<file path="config.mk">
export PLATFORM = sky130hd
export DESIGN_NAME = sc_core
export DESIGN_NICKNAME = d
export VERILOG_FILES = /design/src/rtl/sc_core.sv
export SDC_FILE = /design/constraint.sdc
export NUM_CORES = 2
export LEC_CHECK = 0
export BUFFER_PORTS_ARGS = -buffer_cell sky130_fd_sc_hd__buf_2
export CAP_MARGIN = 30
export CORE_MARGIN = 4
export CORE_UTILIZATION = 45
export DETAILED_ROUTE_END_ITERATION = 8
export GPL_TIMING_DRIVEN = 1
export PLACE_DENSITY = 0.69
export REMOVE_ABC_BUFFERS = 1
export SLEW_MARGIN = 25
export SYNTH_ARGS = -nofsm -noshare
export SYNTH_HDL_FRONTEND = slang
export SYNTH_SLANG_ARGS = --single-unit
</file>
<file path="constraint.sdc">
create_clock -name clk -period 12.05 [get_ports clk]
set_input_delay 1.8075 -clock clk [delete_from_list [all_inputs] [get_ports clk]]
set_output_delay 1.8075 -clock clk [all_outputs]
set_load 0.01 [all_outputs]
</file>
<file path="src/rtl/sc_core.sv">
module sc_core (
  input  logic        clk,
  input  logic        rst,
  output logic [31:0] imem_addr,
  input  logic [31:0] imem_rdata,
  output logic [31:0] dmem_addr,
  output logic [31:0] dmem_wdata,
  output logic        dmem_we,
  input  logic [31:0] dmem_rdata,
  output logic        wb_en,
  output logic [4:0]  wb_addr,
  output logic [31:0] wb_data
);
  localparam logic [3:0] CTL_AND = 4'b0000, CTL_OR = 4'b0001, CTL_ADD = 4'b0010,
                         CTL_SUB = 4'b0110, CTL_SLT = 4'b0111, CTL_BAD = 4'b1111;

  logic [31:0] pc, pc_next;
  logic [31:0] rf [32];

  wire [5:0]  op    = imem_rdata[31:26];
  wire [4:0]  rs    = imem_rdata[25:21];
  wire [4:0]  rt    = imem_rdata[20:16];
  wire [4:0]  rd    = imem_rdata[15:11];
  wire [4:0]  shamt = imem_rdata[10:6];
  wire [5:0]  funct = imem_rdata[5:0];
  wire [31:0] sext  = {{16{imem_rdata[15]}}, imem_rdata[15:0]};

  logic       reg_dst, alu_src, mem_to_reg, reg_write, mem_write, branch, jump;
  logic [1:0] alu_op;
  logic [3:0] alu_ctl;

  always_comb begin
    reg_dst = 1'b0; alu_src = 1'b0; mem_to_reg = 1'b0; reg_write = 1'b0;
    mem_write = 1'b0; branch = 1'b0; jump = 1'b0; alu_op = 2'b00;
    case (op)
      6'h00: begin reg_dst = 1'b1; reg_write = 1'b1; alu_op = 2'b10; end
      6'h23: begin alu_src = 1'b1; mem_to_reg = 1'b1; reg_write = 1'b1; end
      6'h2B: begin alu_src = 1'b1; mem_write = 1'b1; end
      6'h04: begin branch = 1'b1; alu_op = 2'b01; end
      6'h02: jump = 1'b1;
      default: ;
    endcase
  end

  always_comb begin
    case (alu_op)
      2'b00: alu_ctl = CTL_ADD;
      2'b01: alu_ctl = CTL_SUB;
      2'b10: begin
        if (shamt != 5'd0) alu_ctl = CTL_BAD;
        else case (funct)
          6'h20: alu_ctl = CTL_ADD;
          6'h22: alu_ctl = CTL_SUB;
          6'h24: alu_ctl = CTL_AND;
          6'h25: alu_ctl = CTL_OR;
          6'h2A: alu_ctl = CTL_SLT;
          default: alu_ctl = CTL_BAD;
        endcase
      end
      default: alu_ctl = CTL_BAD;
    endcase
  end

  wire [31:0] rs_val = (rs == 5'd0) ? 32'd0 : rf[rs];
  wire [31:0] rt_val = (rt == 5'd0) ? 32'd0 : rf[rt];
  wire [31:0] alu_b  = alu_src ? sext : rt_val;

  logic [31:0] alu_y;
  always_comb begin
    case (alu_ctl)
      CTL_AND: alu_y = rs_val & alu_b;
      CTL_OR:  alu_y = rs_val | alu_b;
      CTL_ADD: alu_y = rs_val + alu_b;
      CTL_SUB: alu_y = rs_val - alu_b;
      CTL_SLT: alu_y = {31'd0, $signed(rs_val) < $signed(alu_b)};
      default: alu_y = 32'd0;
    endcase
  end
  wire alu_zero = (alu_y == 32'd0);

  wire [31:0] pc_plus4   = pc + 32'd4;
  wire [31:0] br_target  = pc_plus4 + {sext[29:0], 2'b00};
  wire [31:0] jmp_target = {pc_plus4[31:28], imem_rdata[25:0], 2'b00};
  wire        pc_src     = branch & alu_zero;

  always_comb begin
    if (jump)        pc_next = jmp_target;
    else if (pc_src) pc_next = br_target;
    else             pc_next = pc_plus4;
  end

  assign imem_addr  = pc;
  assign dmem_addr  = alu_y;
  assign dmem_wdata = rt_val;
  assign dmem_we    = mem_write;
  assign wb_addr    = reg_dst ? rd : rt;
  assign wb_data    = mem_to_reg ? dmem_rdata : alu_y;
  assign wb_en      = reg_write && (alu_ctl != CTL_BAD) && (wb_addr != 5'd0);

  always_ff @(posedge clk) begin
    if (rst) begin
      pc <= 32'd0;
      for (int i = 0; i < 32; i++) rf[i] <= 32'd0;
    end else begin
      pc <= pc_next;
      if (wb_en) rf[wb_addr] <= wb_data;
    end
  end

  wire seq_op = !branch && !jump;

  assert_pc_step_R2: assert property (@(posedge clk) disable iff (rst)
    seq_op |=> (imem_addr == $past(imem_addr) + 32'd4));

  assert_store_no_wb_R5: assert property (@(posedge clk) disable iff (rst)
    dmem_we |-> !wb_en);

  assert_jump_target_R7: assert property (@(posedge clk) disable iff (rst)
    jump |=> (imem_addr[27:0] == {$past(imem_rdata[25:0]), 2'b00}));

  assert_r0_reads_zero_R8: assert property (@(posedge clk) disable iff (rst)
    (dmem_we && rt == 5'd0) |-> (dmem_wdata == 32'd0));

  assert_illegal_quiet_R9: assert property (@(posedge clk) disable iff (rst)
    (reg_write && alu_ctl == CTL_BAD) |-> (!wb_en && !dmem_we));
endmodule

</file>
======== After elaboration in Yosys (flattened, before gate mapping) ========
Memory sizes are Yosys's and may differ from the RTL's.
Index checks and enable logic that the tools add are counted.
storage, ports and cells
  logic and storage cells ................. 68
  memories ................................ 1
  bits in writable memories ............... 1024
  output and inout bits ................... 135
  register bits ........................... 32
  input bits .............................. 66
memories
  name  words  width  read ports  clocked after Yosys merged registers in  write ports  line  source
  rf    32     32     2           0                                        32           18    logic [31:0] rf [32];
cells by class
  bitwise gates (word level) .............. 3
  multiplexer cells ....................... 27
  $add $sub $neg .......................... 4
  magnitude comparators ................... 1
  reduce and logical (&&, ||, !) cells .... 14
  equal/unequal tests ..................... 16
operators with widths
  kind                                            number
  2-to-1 mux 32 bit                               7
  case mux 32 bit (5 select lines)                1
  adder 32 bit                                    2
  == test 6 bit (second input constant)           7
  adder 32 x 3 -> 32 bit (second input constant)  1
  bitwise AND 32 bit                              1
  logical NOT 32 bit                              1
  < comparator 32 bit                             1
  bitwise OR 32 bit                               1
  OR reduction 32 bit                             1
  subtractor 32 bit                               1
  case mux 4 bit (5 select lines)                 1
  2-to-1 mux 1 bit                                13
  case mux 4 bit (3 select lines)                 1
  logical NOT 5 bit                               2
  2-to-1 mux 5 bit                                2
  nonzero test 5 bit                              2
  == test 4 x 3 -> 1 bit (second input constant)  2
  == test 6 x 2 -> 1 bit (second input constant)  1
  == test 6 x 3 -> 1 bit (second input constant)  1
  logical NOT 6 bit                               1
  OR reduction 2 bit                              3
  == test 4 x 1 -> 1 bit (second input constant)  1
  == test 4 x 2 -> 1 bit (second input constant)  1
  other kinds (9)                                 10

======== Depth between registers and ports, before layout ========
  depth in word-level cells ............... 12
  depth in mapped cells ................... 28
  depth with buffers taken out ............ 22

======== Least setup slack after synthesis ========
OpenSTA, ideal clock, no wires.
  kind .................................... input to output
  from .................................... input imem_rdata[21]
  to ...................................... output wb_data[26]
  stages .................................. 25
  path buffers ............................ 6
  data arrival time ....................... 8215 ps
  setup slack ............................. 2027 ps
  required time ........................... 10242 ps
  path through ............................ clkbuf_1 buf_1 clkbuf_1 clkbuf_1 buf_1 mux2i_1 o221ai_1 nor2_1 or3_1 inv_1 ha_1 inv_1 fa_1 nand3b_1 nand2_1 a21oi_1 o311ai_0 nand4_1 and3b_1 o32a_1 xnor2_1 a21o_1 mux2i_1 clkbuf_1 inv_1
between the ends
  longest elaborated chain between the ends .. 5
  elaborated cells between the ends (all ways) .. 9
  classes of those cells .................. add/sub: 2; mux: 3; bitwise: 2; reduce/logical: 1; memory: 1
ends and longest elaborated chain
  item                                                              line  source
  start: declaration                                                5     input logic [31:0] imem_rdata,
  memory (32 x 32 bit) / logical NOT 5 bit (equally long branches)  --
  2-to-1 mux 32 bit *                                               64    wire [31:0] rs_val = (rs == 5'd0) ? 32'd0 : rf[rs];
  subtractor 32 bit (tied with other cells)                         74    CTL_SUB: alu_y = rs_val - alu_b;
  case mux 32 bit (5 select lines) *                                70    case (alu_ctl)
  named net dmem_addr[26]                                           6     output logic [31:0] dmem_addr,
  2-to-1 mux 32 bit *                                               97    assign wb_data = mem_to_reg ? dmem_rdata : alu_y;
  end: declaration                                                  12    output logic [31:0] wb_data
Mark *: on every way through the listed nets, which the timed path passes. The rest lies on a longest branch.

======== Final worst setup path ========
  from .................................... input imem_rdata[16]
  to ...................................... output wb_data[22]
between the ends
  longest elaborated chain between the ends .. 6
  elaborated cells between the ends (all ways) .. 10
  classes of those cells .................. add/sub: 2; mux: 4; bitwise: 2; reduce/logical: 1; memory: 1
ends and longest elaborated chain
  item                                                              line  source
  memory (32 x 32 bit) / logical NOT 5 bit (equally long branches)  --
  2-to-1 mux 32 bit *                                               65    wire [31:0] rt_val = (rt == 5'd0) ? 32'd0 : rf[rt];
  2-to-1 mux 32 bit *                                               66    wire [31:0] alu_b = alu_src ? sext : rt_val;
  subtractor 32 bit (tied with other cells)                         74
  case mux 32 bit (5 select lines) *                                70
  2-to-1 mux 32 bit *                                               97
Every way passes the cells marked *; elsewhere a longest branch is shown, timed or not.

==> metrics <==
setup_tns=0 ns; setup violators final=0; DRT met1 WL=80700 um; design area=68300 um^2; clock tree buffer depth=3; CTS tree=yes; Vias=45500; post-placement cell count=6472; hold violation total from the final report=0; flops & latches, synth=1054; Die Ht=376 um; fin util=51.0%; share of layout cells above drive strength 1=25.8%; PwrDens=155 nW/um^2; Initial Util=45.4%; post-route antenna net violation count=0; Hold EP=imem_addr[31]$_SDFF_PP0_; RR Startpoint=rf[0][13]$_SDFFCE_PN0P_; worst vdd ir=162 uV; Critical Path Fanout Max=67; Async S/R FF share, synth=0%; Post-synth EDFFs=1024; GR Overflow Total=0; final cell count without fillers=6685; # port buffers=198; shortest period the worst path allows=10.25 ns; CTS sink cnt=1054; worst hold path class=register to register; hold depth=3; post-layout net count=5012; final worst path period share=85.1%; Worst Tran Pin Value=1.12 ns; synthesized area per cell=12.8 um^2; Slew Limit Headroom=24.6%; largest net degree at the start of global routing=92; Post-Syn Area=60800 um^2; Warnings, synthesis=0; Setup Fix Bufs, Post-CTS=0; routability cong.=1.01; CTS H-tree lvls=3; Worst R2R End=imem_addr[3]$_SDFF_PP0_; starting DRC count in detailed routing=7644; Final HPWL DP=144000 um; Max Cap Viol=0; Pwr Total=10.6 mW; CP dominant cell by count=buf_4; initial antenna violation count=7; crit path max-delay cell type=a2111oi_0; All-Layer GR Usage=31.9%; min-delay src=imem_addr[31]$_SDFF_PP0_; crit-path cells=buf_8 > buf_4 > mux4_2 > mux4_2 > mux2i_1 > nor3_1 > a21oi_1 > ha_1 > a21o_1 > a31oi_1 > and3_1 > o311ai_0 > buf_4 > nand4_1 > a21oi_1 > a2111oi_0 > o21ai_0 > o21ai_2 > buf_4 > inv_1 > buf_2; core area=134000 um^2; Clk Tree Root Cell=clkbuf_16; r2r setup slk=3.91 ns; Main synth FF type=edfxtp_1; Die ar.=141000 um^2; CTS-repair resized insts=0; most frequent cell after synthesis=nor2_1; clk slew on worst S/H paths=0.06 ns; number of fill cells=11400; final wirelength=229000 um; metal3 WL=36200 um; FF-to-FF path depth=20; Area contributors post-synth=edfxtp_1 51%, mux4_2 21%, nor2_1 7.1%; kind of critical path=primary input to output pin; area grow syn2layout=12.3%; Worst Slack Setup Final=1.80 ns; FF/Latch Area=31400 um^2; startpoint class of the critical path=primary input; combined area of the multi-input logic cells=27900 um^2; met2 wire length=97200 um; Slowest Stage Delay on Critical Path=0.63 ns; total CTS buffers=110; vias in the first global route=43700; Worst-Skew Late Latency=0.77 ns; LEAKAGE=26.0 nW; Synth top area share=50.6%; Worst Path Required=10.24 ns; Initial DRT Pass Iterations=6; Mapped Cells=4737; Die Wd=376 um; Fin Hold WS=0.625 ns; Via-to-Cell Ratio=6.81; dpl ws=1.85 ns; post-synth top area cell=edfxtp_1; global-route wire length before repair=322000 um; io pins=201; wire per inst=34.2 um; Max Slew Vio Count=0; Top Metal Used=met5; most frequent cells after synthesis=1153 x nor2_1, 1024 x edfxtp_1, 564 x mux4_2, 364 x clkbuf_1, 200 x nand2_1; Hold Buf Count CTS=0; f_max=97.5 MHz; Layout Skew=0.0406 ns; status=finished clean; Critical Path End Type=output pin; unrepaired setup endpoints after global routing=false; sequential share of the synthesized area=51.6%; Yosys cell types=80; Rows=134; post-placement cell area=64600 um^2; DRC viols=0; Critical Path AT=8.45 ns
## kinds of logic after synthesis
| group | share of synthesized area [%] |
|---|---|
| AOI/OAI and AO/OA | 5.53 |
| xor gates and xnor gates | 1.04 |
| and+or+nand+nor | 11.3 |
| other | 0.00617 |
| DFF | 51.6 |
| muxes | 24.1 |
| buffers and inverters | 3.68 |
| adders and majority gates | 2.69 |
## worst max-delay path, delay by kind of cell
family / cells / cell delay [ns]
and+or+nand+nor: 3 / 0.46
muxes: 3 / 1.28
adders and majority gates: 1 / 0.53
AOI/OAI and AO/OA: 8 / 2.46
buffers and inverters: 6 / 1.72
## how the worst max path moves through the flow
stage | from | cells after the start | slack (ns) | end
finish | imem_rdata[16] | 21 | 1.80 | wb_data[22]
global route | imem_rdata[16] | 22 | 1.49 | wb_data[21]
CTS | imem_rdata[16] | 21 | 1.89 | wb_data[22]
detailed placement | imem_rdata[16] | 22 | 1.85 | imem_addr[3]$_SDFF_PP0_
global placement | imem_rdata[22] | 19 | 1.89 | wb_data[18]
floorplan | imem_rdata[19] | 15 | 1.96 | wb_data[27]
## registers in the layout, indices dropped and copies added, names as in the netlist
name	count
imem_addr	30
rf	1024
## layer usage
| layer | global-route usage (%) | vias to the layer above |
|---|---|---|
| li1 | - | 18100 |
| met2 | 46.1 | 3988 |
| met4 | 15.9 | 2 |
| met1 | 42.8 | 22800 |
| met5 | 0.343 | - |
| met3 | 11.5 | 675 |
## area by class of cell
class | instances | area share [%]
sequential | 1054 | 45.9
multi-input combinational | 3127 | 40.9
antenna | 7 | 0.0257
tap | 1768 | 3.24
clock buffer | 140 | 4.23
clock inverter | 65 | 1.05
inverter | 150 | 0.828
timing repair buffer | 374 | 3.81
## cells in the final DEF (no fill, tap or decap), types with 62 or more instances in the layout
master        n
mux2i_1     124
buf_4       163
buf_2       188
nand2_1     136
edfxtp_1   1024
mux4_2      564
nor2_1     1151
ha_1        126
a21oi_1     140
nand2_2      62
inv_1       149
clkbuf_16   111
## power breakdown
group / total [mW] / internal [mW] / switching (mW)
clock: 3.47 / 1.94 / 1.53
sequential: 4.21 / 4.14 / 0.0669
combinational: 2.89 / 0.869 / 2.02
Note: power is estimated with default switching activity, not from simulation.
